$ cat config.mk
export PLATFORM = sky130hd
export DESIGN_NAME = uart_rx_trigfifo
export DESIGN_NICKNAME = d
export VERILOG_FILES = /design/src/rtl/rxq_pkg.sv /design/src/rtl/rxq_ring.sv /design/src/rtl/rxq_flags.sv /design/src/rtl/uart_rx_trigfifo.sv
export SDC_FILE = /design/constraint.sdc
export NUM_CORES = 1
export LEC_CHECK = 0
export ABC_AREA = 0
export BUFFER_PORTS_ARGS = -buffer_cell sky130_fd_sc_hd__buf_2
export CAP_MARGIN = 5
export CORE_ASPECT_RATIO = 1.2
export CORE_MARGIN = 3
export CORE_UTILIZATION = 53
export DETAILED_ROUTE_END_ITERATION = 6
export GPL_TIMING_DRIVEN = 0
export PLACE_DENSITY = 0.71
export SYNTH_ARGS = -nofsm -noshare
export SYNTH_HDL_FRONTEND = slang
export SYNTH_HIERARCHICAL = 1
export SYNTH_SLANG_ARGS = --single-unit
$ cat constraint.sdc
create_clock -name clk -period 7 [get_ports clk]
set_input_delay 1.75 -clock clk [delete_from_list [all_inputs] [get_ports clk]]
set_output_delay 1.75 -clock clk [all_outputs]
set_load 0.01 [all_outputs]
$ cat src/rtl/rxq_pkg.sv
package rxq_pkg;

  typedef enum logic [1:0] {
    REG_CTRL = 2'd0,
    REG_STAT = 2'd1,
    REG_DATA = 2'd2,
    REG_FCTL = 2'd3
  } rxq_reg_e;

  // control bits
  localparam int unsigned CTRL_RXEN_BIT = 4;
  localparam int unsigned CTRL_RIE_BIT  = 6;
  localparam logic [7:0]  CTRL_WMASK    = 8'hFA;

  // status bits
  localparam int unsigned STAT_TMO_BIT  = 0;
  localparam int unsigned STAT_RDY_BIT  = 1;
  localparam int unsigned STAT_BRK_BIT  = 4;

  // fifo-control bits
  localparam int unsigned FCTL_FLUSH_BIT = 1;
  localparam logic [7:0]  FCTL_KEEP_MASK = 8'hFD;

  function automatic int unsigned trig_level(input logic [1:0] code);
    case (code)
      2'd0:    return 1;
      2'd1:    return 4;
      2'd2:    return 8;
      default: return 14;
    endcase
  endfunction

endpackage

$ cat src/rtl/rxq_ring.sv
module rxq_ring #(
  parameter int unsigned DW    = 8,
  parameter int unsigned DEPTH = 16,
  localparam int unsigned AW   = $clog2(DEPTH),
  localparam int unsigned CW   = $clog2(DEPTH + 1)
) (
  input  logic          clk,
  input  logic          rst,
  input  logic          flush,
  input  logic          push_req,
  input  logic [DW-1:0] push_data,
  input  logic          pop_req,
  output logic          push_ok,
  output logic          pop_ok,
  output logic [DW-1:0] pop_data,
  output logic [CW-1:0] cnt,
  output logic [CW-1:0] cnt_nxt
);

  logic [DW-1:0] mem [DEPTH];
  logic [AW-1:0] wr_ptr, rd_ptr;
  logic          full, empty;

  function automatic logic [AW-1:0] bump(input logic [AW-1:0] p);
    return (p == AW'(DEPTH - 1)) ? '0 : p + AW'(1);
  endfunction

  assign full    = (cnt == CW'(DEPTH));
  assign empty   = (cnt == '0);
  assign push_ok = push_req && !full && !flush;
  assign pop_ok  = pop_req && !empty && !flush;

  always_comb begin
    if (flush) begin
      cnt_nxt = '0;
    end else begin
      case ({push_ok, pop_ok})
        2'b10:   cnt_nxt = cnt + CW'(1);
        2'b01:   cnt_nxt = cnt - CW'(1);
        default: cnt_nxt = cnt;
      endcase
    end
  end

  // storage: no reset so it maps onto block RAM
  always_ff @(posedge clk) begin
    if (push_ok) mem[wr_ptr] <= push_data;
  end

  always_ff @(posedge clk) begin
    if (rst) begin
      wr_ptr <= '0;
      rd_ptr <= '0;
      cnt    <= '0;
    end else begin
      cnt <= cnt_nxt;
      if (flush) begin
        wr_ptr <= '0;
        rd_ptr <= '0;
      end else begin
        if (push_ok) wr_ptr <= bump(wr_ptr);
        if (pop_ok)  rd_ptr <= bump(rd_ptr);
      end
    end
  end

  // registered read port; an empty read yields zero
  always_ff @(posedge clk) begin
    if (rst) begin
      pop_data <= '0;
    end else if (pop_ok) begin
      pop_data <= mem[rd_ptr];
    end else if (pop_req) begin
      pop_data <= '0;
    end
  end

endmodule

$ cat src/rtl/rxq_flags.sv
module rxq_flags #(
  parameter int unsigned CW = 5
) (
  input  logic          clk,
  input  logic          rst,
  input  logic          push_ok,
  input  logic          pop_ok,
  input  logic [CW-1:0] cnt_nxt,
  input  logic [CW-1:0] trig,
  input  logic          rie,
  input  logic          flush,
  input  logic          ctrl_wr,
  input  logic          ctrl_w_rie,
  input  logic          stat_wr,
  input  logic          stat_w_tmo,
  input  logic          stat_w_rdy,
  input  logic          stat_w_brk,
  input  logic          brk_in,
  output logic          rdy_q,
  output logic          irq_q,
  output logic          brk_q
);

  logic at_level;
  logic rdy_d, irq_d, brk_d;

  assign at_level = (cnt_nxt >= trig);

  always_comb begin
    rdy_d = rdy_q;
    if (flush) rdy_d = 1'b0;
    if (stat_wr && !stat_w_rdy) rdy_d = 1'b0;
    if (push_ok && at_level) begin
      rdy_d = 1'b1;
    end else if (pop_ok && !push_ok && !at_level) begin
      rdy_d = 1'b0;
    end
  end

  always_comb begin
    irq_d = irq_q;
    if (ctrl_wr && !ctrl_w_rie) irq_d = 1'b0;
    if (stat_wr && (!stat_w_rdy || !stat_w_tmo)) irq_d = 1'b0;
    if (push_ok && at_level && rie) irq_d = 1'b1;
  end

  always_comb begin
    brk_d = brk_q;
    if (stat_wr && !stat_w_brk) brk_d = 1'b0;
    if (brk_in) brk_d = 1'b1;
  end

  always_ff @(posedge clk) begin
    if (rst) begin
      rdy_q <= 1'b0;
      irq_q <= 1'b0;
      brk_q <= 1'b0;
    end else begin
      rdy_q <= rdy_d;
      irq_q <= irq_d;
      brk_q <= brk_d;
    end
  end

endmodule

$ cat src/rtl/uart_rx_trigfifo.sv
module uart_rx_trigfifo #(
  parameter int unsigned DEPTH = 16,
  localparam int unsigned CNT_W = $clog2(DEPTH + 1)
) (
  input  logic       clk,
  input  logic       rst,
  input  logic       reg_sel,
  input  logic       reg_wr,
  input  logic [1:0] reg_addr,
  input  logic [7:0] reg_wdata,
  output logic [7:0] reg_rdata,
  input  logic       rx_valid,
  input  logic [7:0] rx_data,
  input  logic       rx_brk,
  output logic       rx_irq
);
  import rxq_pkg::*;

  logic [7:0]       ctrl_q, fctl_q, rdata_q, pop_data;
  logic             rsel_data_q;
  logic             wr_en, rd_en;
  logic             ctrl_wr, stat_wr, fctl_wr, flush, data_rd;
  logic             push_ok, pop_ok, rdy_q, brk_flag;
  logic [CNT_W-1:0] cnt_q, cnt_nxt, trig;

  assign wr_en   = reg_sel && reg_wr;
  assign rd_en   = reg_sel && !reg_wr;
  assign ctrl_wr = wr_en && (reg_addr == REG_CTRL);
  assign stat_wr = wr_en && (reg_addr == REG_STAT);
  assign fctl_wr = wr_en && (reg_addr == REG_FCTL);
  assign flush   = fctl_wr && reg_wdata[FCTL_FLUSH_BIT];
  assign data_rd = rd_en && (reg_addr == REG_DATA);
  assign trig    = CNT_W'(trig_level(fctl_q[7:6]));

  rxq_ring #(.DW(8), .DEPTH(DEPTH)) u_ring (
    .clk       (clk),
    .rst       (rst),
    .flush     (flush),
    .push_req  (rx_valid && ctrl_q[CTRL_RXEN_BIT]),
    .push_data (rx_data),
    .pop_req   (data_rd),
    .push_ok   (push_ok),
    .pop_ok    (pop_ok),
    .pop_data  (pop_data),
    .cnt       (cnt_q),
    .cnt_nxt   (cnt_nxt)
  );

  rxq_flags #(.CW(CNT_W)) u_flags (
    .clk        (clk),
    .rst        (rst),
    .push_ok    (push_ok),
    .pop_ok     (pop_ok),
    .cnt_nxt    (cnt_nxt),
    .trig       (trig),
    .rie        (ctrl_q[CTRL_RIE_BIT]),
    .flush      (flush),
    .ctrl_wr    (ctrl_wr),
    .ctrl_w_rie (reg_wdata[CTRL_RIE_BIT]),
    .stat_wr    (stat_wr),
    .stat_w_tmo (reg_wdata[STAT_TMO_BIT]),
    .stat_w_rdy (reg_wdata[STAT_RDY_BIT]),
    .stat_w_brk (reg_wdata[STAT_BRK_BIT]),
    .brk_in     (rx_brk),
    .rdy_q      (rdy_q),
    .irq_q      (rx_irq),
    .brk_q      (brk_flag)
  );

  always_ff @(posedge clk) begin
    if (rst) begin
      ctrl_q <= '0;
      fctl_q <= '0;
    end else begin
      if (ctrl_wr) ctrl_q <= reg_wdata & CTRL_WMASK;
      if (fctl_wr) fctl_q <= reg_wdata & FCTL_KEEP_MASK;
    end
  end

  always_ff @(posedge clk) begin
    if (rst) begin
      rdata_q     <= '0;
      rsel_data_q <= 1'b0;
    end else if (rd_en) begin
      rsel_data_q <= (reg_addr == REG_DATA);
      case (reg_addr)
        REG_CTRL: rdata_q <= ctrl_q;
        REG_STAT: begin
          rdata_q               <= '0;
          rdata_q[STAT_RDY_BIT] <= rdy_q;
          rdata_q[STAT_BRK_BIT] <= brk_flag;
        end
        REG_FCTL: rdata_q <= fctl_q;
        default:  rdata_q <= '0;
      endcase
    end
  end

  assign reg_rdata = rsel_data_q ? pop_data : rdata_q;

endmodule

Word level (Yosys, flattened, before mapping)
Memories as Yosys holds them, arrays and structs flattened. A register that Yosys moved wholly into a read port is not among the register bits.
Cells that the tools add are included.
Widths: inputs -> output; s select.
{"block": "totals", "reg_bits": 46, "ram_bits": 128, "in_bits": 24, "output_inout_bits": 9, "mem_count": 1}
{"block": "classes", "addsub": 4, "order_cmp": 1, "eq_ne": 10, "muxes": 22, "reduce_logical": 39}
{"memory": "u_ring.mem", "depth": 16, "word_bits": 8, "rd": 1, "rd_ports_with_merged_regs": 1, "write_ports": 1, "line": "rxq_ring.sv:20", "rtl": "logic [DW-1:0] mem [DEPTH];"}
{"cell": "$mux 8", "n": 3}
{"cell": "$pmux 8 s3", "n": 1}
{"cell": "$logic_and 1x1->1", "n": 20}
{"cell": "$mux 4", "n": 4}
{"cell": "$pmux 4 s3", "n": 1}
{"cell": "$mux 1", "n": 11}
{"cell": "$logic_not 1->1", "n": 10}
{"cell": "$pmux 5 s2", "n": 1}
{"cell": "$add 4x1->4 const B", "n": 2}
{"cell": "$eq 2x2->1 const B", "n": 4}
{"cell": "$eq 4x4->1 const B", "n": 2}
{"cell": "$eq 2x1->1 const B", "n": 3}
{"cell": "$add 5x1->5 const B", "n": 1}
{"cell": "$eq 5x5->1 const B", "n": 1}
{"cell": "$ge 5x4->1", "n": 1}
{"cell": "$logic_not 5->1", "n": 1}
{"cell": "$mux 5", "n": 1}
{"cell": "$sub 5x1->5 const B", "n": 1}
{"cell": "$logic_not 2->1", "n": 2}
{"cell": "$reduce_bool 2->1", "n": 2}
{"cell": "$reduce_bool 4->1", "n": 1}
{"cell": "$reduce_bool 3->1", "n": 1}
{"cell": "$reduce_or 2->1", "n": 1}
{"cell": "$logic_or 1x1->1", "n": 1}

Longest topological paths before layout
Gate-level depths: netlist (run 1).
{"block": "depth", "word_depth": 13, "depth_mapped": 20, "ltp_nobuf": 16}

Cells and area by module
The synthesis (run 1) kept the hierarchy.
{"mod": "rxq_ring", "instances": 1, "cells_per_inst": 427, "area_per_inst_um2": 6419.9, "seq_area_each_um2": 4344.2}
{"mod": "uart_rx_trigfifo", "instances": 1, "cells_per_inst": 117, "area_per_inst_um2": 1039.7, "seq_area_each_um2": 440.4}
{"mod": "rxq_flags", "instances": 1, "cells_per_inst": 34, "area_per_inst_um2": 287.8, "seq_area_each_um2": 60.1}

Worst setup path before layout (run 1)
No wires, ideal clock.
{"block": "synth_path", "kind": "input to register", "startpoint": "input port reg_addr[0]", "endpoint": "register u_flags.rdy_q", "setup_ns": 0.129, "arrival_time_ns": 5.265, "path_slack_ns": 1.607, "stages": 19, "n_path_buf": 4, "cell_sequence": "buf_4 and4_2 clkbuf_2 and2_1 buf_1 a211oi_2 ha_1 buf_2 xor2_1 ha_1 a21oi_1 xor2_1 or3_1 a21oi_1 ha_1 a21oi_1 o21ai_1 a31oi_1 a211oi_2"}
{"block": "synth_between", "elab_chain_cells": 13}
{"item": "from (decl)", "line": "uart_rx_trigfifo.sv:9", "rtl": "input logic [1:0] reg_addr,"}
{"item": "$eq 2x2->1 (*)", "line": "uart_rx_trigfifo.sv:30", "rtl": "assign fctl_wr = wr_en && (reg_addr == REG_FCTL);"}
{"item": "$logic_and 1x1->1 (*)", "line": "uart_rx_trigfifo.sv:30"}
{"item": "$logic_and 1x1->1 (*)", "line": "uart_rx_trigfifo.sv:31", "rtl": "assign flush = fctl_wr && reg_wdata[FCTL_FLUSH_BIT];"}
{"item": "via flush", "line": "uart_rx_trigfifo.sv:22", "rtl": "logic ctrl_wr, stat_wr, fctl_wr, flush, data_rd;"}
{"item": "$logic_not 1->1 (*)", "line": "rxq_ring.sv:31", "rtl": "assign pop_ok = pop_req && !empty && !flush;"}
{"item": "$logic_and 1x1->1 (*)", "line": "rxq_ring.sv:31"}
{"item": "via pop_ok", "line": "uart_rx_trigfifo.sv:23", "rtl": "logic push_ok, pop_ok, rdy_q, brk_flag;"}
{"item": "$eq 2x1->1 / $eq 2x2->1 (equally long branches)", "line": "rxq_ring.sv:37", "rtl": "case ({push_ok, pop_ok})"}
{"item": "$pmux 5 s2 (*)", "line": "rxq_ring.sv:37"}
{"item": "$mux 5 (*)", "line": "rxq_ring.sv:34", "rtl": "if (flush) begin"}
{"item": "via cnt_nxt[2]", "line": "uart_rx_trigfifo.sv:24", "rtl": "logic [CNT_W-1:0] cnt_q, cnt_nxt, trig;"}
{"item": "$ge 5x4->1 (*)", "line": "rxq_flags.sv:27", "rtl": "assign at_level = (cnt_nxt >= trig);"}
{"item": "$logic_not 1->1", "line": "rxq_flags.sv:35", "rtl": "end else if (pop_ok && !push_ok && !at_level) begin"}
{"item": "$logic_and 1x1->1", "line": "rxq_flags.sv:35"}
{"item": "$mux 1", "line": "rxq_flags.sv:35"}
{"item": "$mux 1", "line": "rxq_flags.sv:33", "rtl": "if (push_ok && at_level) begin"}
{"item": "to (signal assigned)", "line": "rxq_flags.sv:59", "rtl": "rdy_q <= rdy_d;"}
{"item": "to (decl)", "line": "rxq_flags.sv:19", "rtl": "output logic rdy_q,"}
The timed path passes the listed nets; every way through them passes the cells marked *.
A chain may end at the register's enable or synchronous reset.

Final worst setup path (run 1)
{"block": "layout_path", "startpoint": "input port reg_wr", "endpoint": "register u_flags.rdy_q"}
{"block": "layout_between", "elab_chain_cells": 13}
{"item": "from (decl)", "line": "uart_rx_trigfifo.sv:8", "rtl": "input logic reg_wr,"}
{"item": "$logic_and 1x1->1 (*)", "line": "uart_rx_trigfifo.sv:26", "rtl": "assign wr_en = reg_sel && reg_wr;"}
{"item": "$logic_and 1x1->1 (*)", "line": "uart_rx_trigfifo.sv:30"}
{"item": "$logic_and 1x1->1 (*)", "line": "uart_rx_trigfifo.sv:31"}
{"item": "via flush", "line": "uart_rx_trigfifo.sv:22"}
{"item": "$logic_not 1->1 (*)", "line": "rxq_ring.sv:31"}
{"item": "$logic_and 1x1->1 (*)", "line": "rxq_ring.sv:31"}
{"item": "via pop_ok", "line": "uart_rx_trigfifo.sv:23"}
{"item": "$eq 2x1->1 / $eq 2x2->1 (equally long branches)", "line": "rxq_ring.sv:37"}
{"item": "$pmux 5 s2 (*)", "line": "rxq_ring.sv:37"}
{"item": "$mux 5 (*)", "line": "rxq_ring.sv:34"}
{"item": "via cnt_nxt[2]", "line": "uart_rx_trigfifo.sv:24"}
{"item": "$ge 5x4->1 (*)", "line": "rxq_flags.sv:27"}
{"item": "$logic_not 1->1", "line": "rxq_flags.sv:35"}
{"item": "$logic_and 1x1->1", "line": "rxq_flags.sv:35"}
{"item": "$mux 1", "line": "rxq_flags.sv:35"}
{"item": "$mux 1", "line": "rxq_flags.sv:33"}
Marked as above.

==> flow_summary.toml, run 1 <==
[critical_path]
critPathSlowestCell = "sky130_fd_sc_hd__a211oi_2"
worstPathCellList = "buf_2, and4_2, clkbuf_2, and2_1, buf_1, a211oi_2, ha_1, buf_2, xor2_1, ha_1, a21oi_1, xor2_1, or3_1, a21oi_1, ha_1, a21oi_1, o21ai_1, a31oi_1, a211oi_2"
worstSetupStartpointType = "primary input"
cp.depth = 19
cp_slowest_stage_delay_ns = 0.58
critPathKind = "in -> reg"
worstSetupEndpointType = "flip-flop"
timing.reg2reg.worst_path_depth = 17
critical-path-top-delay-family = "compound AO/OA/AOI/OAI gates"
cp_max_fo = 10
crit_required_ns = 7.30
critical_path.n_buffers_inverters = 4
crit_arrival_ns = 5.85

[clock_tree]
clock-sinks = 178
cts_buffers = 17
ctsLongestPathBuffers = 2
worst_setup_hold_path_clk_slew_ns = 0.06
root_buffer = "sky130_fd_sc_hd__clkbuf_16"
clk-insertion-delay-late_ns = 0.42
postCtsHoldBufs = 0
clock_tree.htree_level_count = 4
cts_post_setup_buffers_inserted = 0
clock_tree_from_tritoncts = "done"
cts-resized-gates = 0

[grt]
grt_max_degree = 17
wire_length_of_the_first_global_routing_pass_mm = 25.5
grt.total_usage_pct = 20.6
first_global_vias = 4863
initial_antenna_violation_count = 0
overflow = 0

[final_layout]
final_net_count = 665
final_core_util_pct = 62.0
post-route-cell-area_mm2 = 0.00871
layout.filler_cells = 1070
drive_above_1_share_pct = 25.3
area_growth_syn_to_fin_pct = 12.4
antenna_cells = 0

[timing]
finalHoldViolCount = 0
fin_worst_skew_ns = 0.00801
max_slew_margin_pct = 26.1
max_slew.worst_pin.slew_ns = 1.10
tns_ns = 0
finalSetupViolCount = 0
max_clock_freq_mhz = 180
final_max_slew_viol_count = 0
min_period_over_period_pct = 79.2
grt_setup_unrepaired = "no"
fin_crit_ns = 5.55

[logic_synthesis]
ys_seq_elements = 178
postSynthNetCount = 615
ys_async_sr_fraction_pct = 0
synth_seq_area_share_pct = 62.5
post_synth_instance_area_mm2 = 0.00775
synthDistinctLibCells = 59
postSynth.topFlopCell = "sky130_fd_sc_hd__edfxtp_1"
synth-warning-count = 6
synth_edf_count = 128
postSynthCellCount = 578
avgSynthCellArea_um2 = 13.4

[routing]
vias_per_cell = 5.94
ant_nets = 0
routed_wirelength_mm = 15.7
drt-wirelength-per-cell_um = 19.4
first_iter_violations = 360
vias_after_detailed_routing = 4822
drt_drc_violations_left = 0
detailedRoute.firstPassIterationCount = 6

[floorplanning]
die_w_um = 116
die_height_um = 138
placement_rows = 47
core_mm2 = 0.0141
die_area_mm2 = 0.0161
initial_core_util_pct = 55.1
io_pins = 33

[place]
hpwlAfterDp_mm = 11.0
gp_congestion = 0.912
instance_area_after_placement_mm2 = 0.00812
placement.io_buffers = 31

[power]
power_density_mw_per_mm2 = 242
vdd_ir_drop_max_v = 0.000155
power.leakage_nw = 3.00

[job]
maxCapViolations = 0

[hold_path]
hold_depth = 2
hold_removal_path_class = "reg -> reg"

[run_status]
run_status = "finished, final reports clean"
synthesized netlist by cell type (8+ instances only):
cell	instances	share of area, %
sky130_fd_sc_hd__mux4_2	8	2.3
sky130_fd_sc_hd__nand3_1	11	0.71
sky130_fd_sc_hd__nor3_1	10	0.65
sky130_fd_sc_hd__and2_1	12	0.97
sky130_fd_sc_hd__a222oi_1	8	1.0
sky130_fd_sc_hd__ha_1	13	2.1
sky130_fd_sc_hd__inv_1	15	0.73
sky130_fd_sc_hd__nand2_1	47	2.3
sky130_fd_sc_hd__a22oi_1	9	0.87
sky130_fd_sc_hd__mux2_2	57	8.3
sky130_fd_sc_hd__dfxtp_1	50	13
sky130_fd_sc_hd__a21oi_1	31	2.0
sky130_fd_sc_hd__nand4_1	8	0.65
sky130_fd_sc_hd__a21o_1	11	1.1
sky130_fd_sc_hd__clkbuf_1	14	0.68
sky130_fd_sc_hd__buf_2	10	0.65
sky130_fd_sc_hd__mux2i_1	13	1.7
sky130_fd_sc_hd__edfxtp_1	128	50
sky130_fd_sc_hd__nor2_1	33	1.6
state kept, by name, indices dropped and copies added (netlist names), named ones only:
signal and cells:
u_flags/brk_q 1, u_ring/mem 128, rsel_data_q 1, u_ring/wr_ptr 4, u_flags/rdy_q 1, ctrl_q 6
u_flags/irq_q 1, u_ring/pop_data 8, rdata_q 8, u_ring/cnt 5, fctl_q 7, u_ring/rd_ptr 4
area by class of cell:
class / count / area [um^2] / area share (%)
clock buffers: 25 / 544 / 6.25
plain buffers: 37 / 190 / 2.18
clock inverters: 7 / 41.3 / 0.474
flip-flops and latches: 178 / 4840 / 55.6
multi-input cells: 347 / 2660 / 30.5
well taps: 171 / 214 / 2.46
inverters: 16 / 60.1 / 0.690
repair buffers: 31 / 155 / 1.78
per-layer routing:
layer  GRT usage (%)  vias up  share of wire, %
li1                -     2276                 -
met1            27.0     2378                43
met2            33.4      142                50
met3            4.81       26               4.9
met4            7.33        0               2.3
met5               0        -                 0
path summary, 6_finish.rpt:
kind	start	end	slack, ns
worst max-delay path	reg_wr	u_flags/rdy_q	1.45
worst min-delay path	rdata_q[2]	rdata_q[2]	0.46
worst max register to register	u_ring/cnt[2]	u_flags/rdy_q	3.09
worst min register to register	rdata_q[2]	rdata_q[2]	0.46
kinds of logic after synthesis:
group,after synthesis,synth area share [%]
flip-flops,178,62.5
AND/OR/NAND/NOR,158,10.7
AO/OA/AOI/OAI,94,8.74
multiplexers,78,12.3
buffers and inverters,53,3.23
adder cells (fa/ha/maj),13,2.10
XOR/XNOR,3,0.339
other,1,0.0484
power breakdown:
part           leakage, nW  internal [W]  switching, W  total [W]
registers             1.55       0.00113    0.00000254    0.00113
logic                 1.14     0.0000192     0.0000374  0.0000565
clock network        0.301      0.000541      0.000376   0.000917
worst min-delay path: stages, from the launching register on:
cell and delay, ns:
sky130_fd_sc_hd__dfxtp_1 0.31, sky130_fd_sc_hd__nand2_1 0.05, sky130_fd_sc_hd__a21oi_1 0.05
cells in the final DEF, fill, tap and decap left out, drive strengths merged, types with 5 or more instances in the layout:
master    n
mux4      8
dfxtp    50
nor2b     7
a21oi    32
and2     12
inv      20
o21ai     5
a21o     11
and4      5
buf      53
ha       13
mux2i    13
clkbuf   40
nand3    11
a22oi     9
nor3     10
mux2     57
nand4     8
a222oi    8
nor2     33
edfxtp  128
nand2    47
a21boi    7
metrics by stage:
stage	cells	hold slack, ns	setup slack [ns]	total power, W
after global placement	780	0.442	1.07	0.00121
after floorplan	578	0.429	1.61	0.00118
after CTS	812	0.457	1.49	0.00212
after global routing	812	0.468	1.09	0.00218
final	812	0.455	1.45	0.00211
after detailed placement	780	0.450	1.06	0.00121
No activity file was read; power rests on OpenSTA's default activity.
==> run 2, diff against run 1 <==
--- a/config.mk
+++ b/config.mk
@@ -5,7 +5,7 @@
 export SDC_FILE = /design/constraint.sdc
 export NUM_CORES = 1
 export LEC_CHECK = 0
-export ABC_AREA = 0
+export ABC_AREA = 1
 export BUFFER_PORTS_ARGS = -buffer_cell sky130_fd_sc_hd__buf_2
 export CAP_MARGIN = 5
 export CORE_ASPECT_RATIO = 1.2
@@ -13,7 +13,7 @@
 export CORE_UTILIZATION = 53
 export DETAILED_ROUTE_END_ITERATION = 6
 export GPL_TIMING_DRIVEN = 0
-export PLACE_DENSITY = 0.71
+export PLACE_DENSITY = 0.74
 export SYNTH_ARGS = -nofsm -noshare
 export SYNTH_HDL_FRONTEND = slang
 export SYNTH_HIERARCHICAL = 1
==> constraint.sdc (replaced) <==
create_clock -name clk -period 4.6 [get_ports clk]
set_input_delay 1.15 -clock clk [delete_from_list [all_inputs] [get_ports clk]]
set_output_delay 1.15 -clock clk [all_outputs]
set_load 0.01 [all_outputs]
==> run 2 against run 1 <==
  * First-iteration DRC count grew 39%
  * Clock skew shrank 0.0022 ns
  * Combinational power grew 96%
  * Clock power grew 59%
==> flow_summary.toml, run 2 <==
[logic_synthesis]
most_used_standard_cell_by_instance_count_after_synthesis = "sky130_fd_sc_hd__nand2_1"
synth_edf_count = 128
synth_top_area_share_pct = 49.6
postSynthCellCount = 780
postSynthNetCount = 817
synthDistinctLibCells = 33
avgSynthCellArea_um2 = 9.93
synth_top_cells_by_area = "sky130_fd_sc_hd__edfxtp_1 (50%), sky130_fd_sc_hd__dfxtp_1 (13%), sky130_fd_sc_hd__nand2_1 (11%)"
ys_async_sr_fraction_pct = 0
synth-warning-count = 6
post_synth_instance_area_mm2 = 0.00774
post_synth_most_frequent_cells = "sky130_fd_sc_hd__nand2_1 (236), sky130_fd_sc_hd__nand3_1 (144), sky130_fd_sc_hd__edfxtp_1 (128)"
synth_seq_area_share_pct = 62.6
ys_seq_elements = 178
yosys.area.top_type = "sky130_fd_sc_hd__edfxtp_1"
postSynth.topFlopCell = "sky130_fd_sc_hd__edfxtp_1"

[routing]
ant_nets = 0
detailedRoute.firstPassIterationCount = 5
drt_drc_violations_left = 0
drt-wirelength-per-cell_um = 17.4
first_iter_violations = 499
vias_per_cell = 5.62
vias_after_detailed_routing = 5720
routed_wirelength_mm = 17.8

[place]
placed_cell_count = 982
placement.io_buffers = 31
hpwlAfterDp_mm = 12.4
gp_congestion = 0.853
instance_area_after_placement_mm2 = 0.00811

[critical_path]
critPathSlowestCell = "sky130_fd_sc_hd__ha_1"
worstSetupStartpointType = "primary input"
critPathKind = "in -> reg"
worstSetupEndpointType = "flip-flop"
crit_arrival_ns = 4.63
crit_required_ns = 4.92
worst_r2r_endpoint = "u_flags/irq_q"
timing.reg2reg.worst_path_depth = 25
crit_end = "u_flags/rdy_q"
timing.critical_path.mode_cell = "sky130_fd_sc_hd__nand2_1"
critical_path.startpoint = "reg_addr[0]"
cp_max_fo = 12
critical_path.n_buffers_inverters = 11
cp_slowest_stage_delay_ns = 0.24
setup_slack_of_the_worst_register_to_register_path_ns = 1.35
worstReg2RegStart = "u_ring/cnt[1]"
critical-path-top-delay-family = "simple AND/OR/NAND/NOR gates"
cp.depth = 31

[timing]
finalHoldViolCount = 0
max_slew_margin_pct = 23.3
max_clock_freq_mhz = 232
min_period_over_period_pct = 93.6
final_max_slew_viol_count = 0
fin_worst_hold_slack_ns = 0.465
max_slew.worst_pin.slew_ns = 1.14
finalSetupViolCount = 0
fin_worst_skew_ns = 0.00577
fin_crit_ns = 4.31

[floorplanning]
io_pins = 33
die_w_um = 116
placement_rows = 47
core_mm2 = 0.0141
initial_core_util_pct = 55.1
die_area_mm2 = 0.0161
die_height_um = 138

[clock_tree]
root_buffer = "sky130_fd_sc_hd__clkbuf_16"
cts_buffers = 17
clk-insertion-delay-late_ns = 0.43
clock_tree.htree_level_count = 4
postCtsHoldBufs = 0
worst_setup_hold_path_clk_slew_ns = 0.07
clock-sinks = 178
clock_tree_from_tritoncts = "done"
ctsLongestPathBuffers = 2

[final_layout]
area_growth_syn_to_fin_pct = 13.3
drive_above_1_share_pct = 13.9
post-route-cell-area_mm2 = 0.00877
mostFrequentLayoutCells = "sky130_fd_sc_hd__nand2_1 (236), sky130_fd_sc_hd__nand3_1 (144), sky130_fd_sc_hd__edfxtp_1 (128), sky130_fd_sc_hd__dfxtp_1 (50), sky130_fd_sc_hd__inv_1 (47)"
largest_reg_flops = 128
register_ranked_first_by_flip_flop_count = "u_ring/mem"
antenna_cells = 0
final_net_count = 871
layout_commonest_cell = "sky130_fd_sc_hd__nand2_1"
top_flop_regs = "u_ring/mem (128), rdata_q (8), u_ring/pop_data (8)"
finalNonFillerCells = 1018

[run_status]
run_status = "finished, final reports clean"

[grt]
gr-usage-met2_pct = 39.5
overflow = 0
grt_max_degree = 17
wire_length_of_the_first_global_routing_pass_mm = 28.7
grtUsageMet1_pct = 28.2
globalRouteMet3Util_pct = 4.90
globalRoute.busiestLayer = "met2"
initial_antenna_violation_count = 0
grt.total_usage_pct = 23.1
first_global_vias = 5752

[hold_path]
hold_removal_path_class = "reg -> reg"

[power]
power.leakage_nw = 3.36
vdd_ir_drop_max_v = 0.000277
power_density_mw_per_mm2 = 376
p_total_w = 0.00330

[job]
maxCapViolations = 0
-- run 2: cell types whose count changed after synthesis, moves of 8 or more --
cell,before,now
sky130_fd_sc_hd__mux2i_1,13,0
sky130_fd_sc_hd__a222oi_1,8,0
sky130_fd_sc_hd__inv_1,15,47
sky130_fd_sc_hd__nand3_1,11,144
sky130_fd_sc_hd__and2_1,12,0
sky130_fd_sc_hd__mux4_2,8,0
sky130_fd_sc_hd__nand2_1,47,236
sky130_fd_sc_hd__mux2_2,57,5
sky130_fd_sc_hd__a21oi_1,31,39
sky130_fd_sc_hd__a21o_1,11,0
-- run 2: cells by family after synthesis --
| group | Yosys count | synth area share, % |
|---|---|---|
| xor gates and xnor gates | 5 | 0.566 |
| and+or+nand+nor | 438 | 24.9 |
| muxes | 5 | 0.727 |
| buffers and inverters | 89 | 5.64 |
| DFF | 178 | 62.6 |
| other | 1 | 0.0484 |
| adders and majority gates | 13 | 2.10 |
| AOI/OAI and AO/OA | 51 | 3.47 |
-- run 2: cell type report --
cell class,count,area (um^2)
clock inverters,15,185
inverters,53,204
multi-input cells,513,2470
plain buffers,36,241
repair buffers,35,185
well taps,171,214
fillers,1111,5280
flip-flops and latches,178,4840
clock buffers,17,425
-- run 2: routing by layer --
layer  vias to the layer above  routed length (um)
met5                         -                   0
met4                         0                 544
met3                        36                 947
met2                       191                8950
met1                      2750                7320
li1                       2743                   -
-- run 2: worst min-delay path by stage --
| stage | startpoint | end | slack [ns] | cells after the start |
|---|---|---|---|---|
| after floorplan | fctl_q[0] | fctl_q[0] | 0.44 | 2 |
| after global placement | fctl_q[4] | fctl_q[4] | 0.45 | 2 |
| after detailed placement | fctl_q[2] | fctl_q[2] | 0.45 | 2 |
| after CTS | fctl_q[2] | fctl_q[2] | 0.46 | 2 |
| after global routing | fctl_q[4] | fctl_q[4] | 0.49 | 2 |
| final | fctl_q[2] | fctl_q[2] | 0.47 | 2 |
-- run 2: worst min-delay path, stage by stage (launching register included) --
cell and delay (ns):
sky130_fd_sc_hd__dfxtp_1 0.31, sky130_fd_sc_hd__nand2_1 0.06, sky130_fd_sc_hd__a21oi_1 0.05
-- run 2: what timing repair did --
item | CTS | global route
gates resized for setup | 0 | 6
buffers inserted | 0 | 4
setup endpoints to repair | 0 | 2
-- run 2: power breakdown --
part | internal (W) | switching (W)
Clock | 0.000858 | 0.000601
Sequential | 0.00172 | 0.00000498
Combinational | 0.0000337 | 0.0000773
Total | 0.00261 | 0.000684
-- run 2: through the flow --
| stage | util (%) | setup TNS (ns) | worst slack [ns] |
|---|---|---|---|
| floorplan | - | 0 | 0.443 |
| global placement | 57.7 | -0.147 | -0.0766 |
| detailed placement | 57.7 | -0.412 | -0.208 |
| CTS | 62.1 | 0 | 0.222 |
| global route | 62.4 | -0.0490 | -0.0293 |
| finish | 62.4 | 0 | 0.294 |
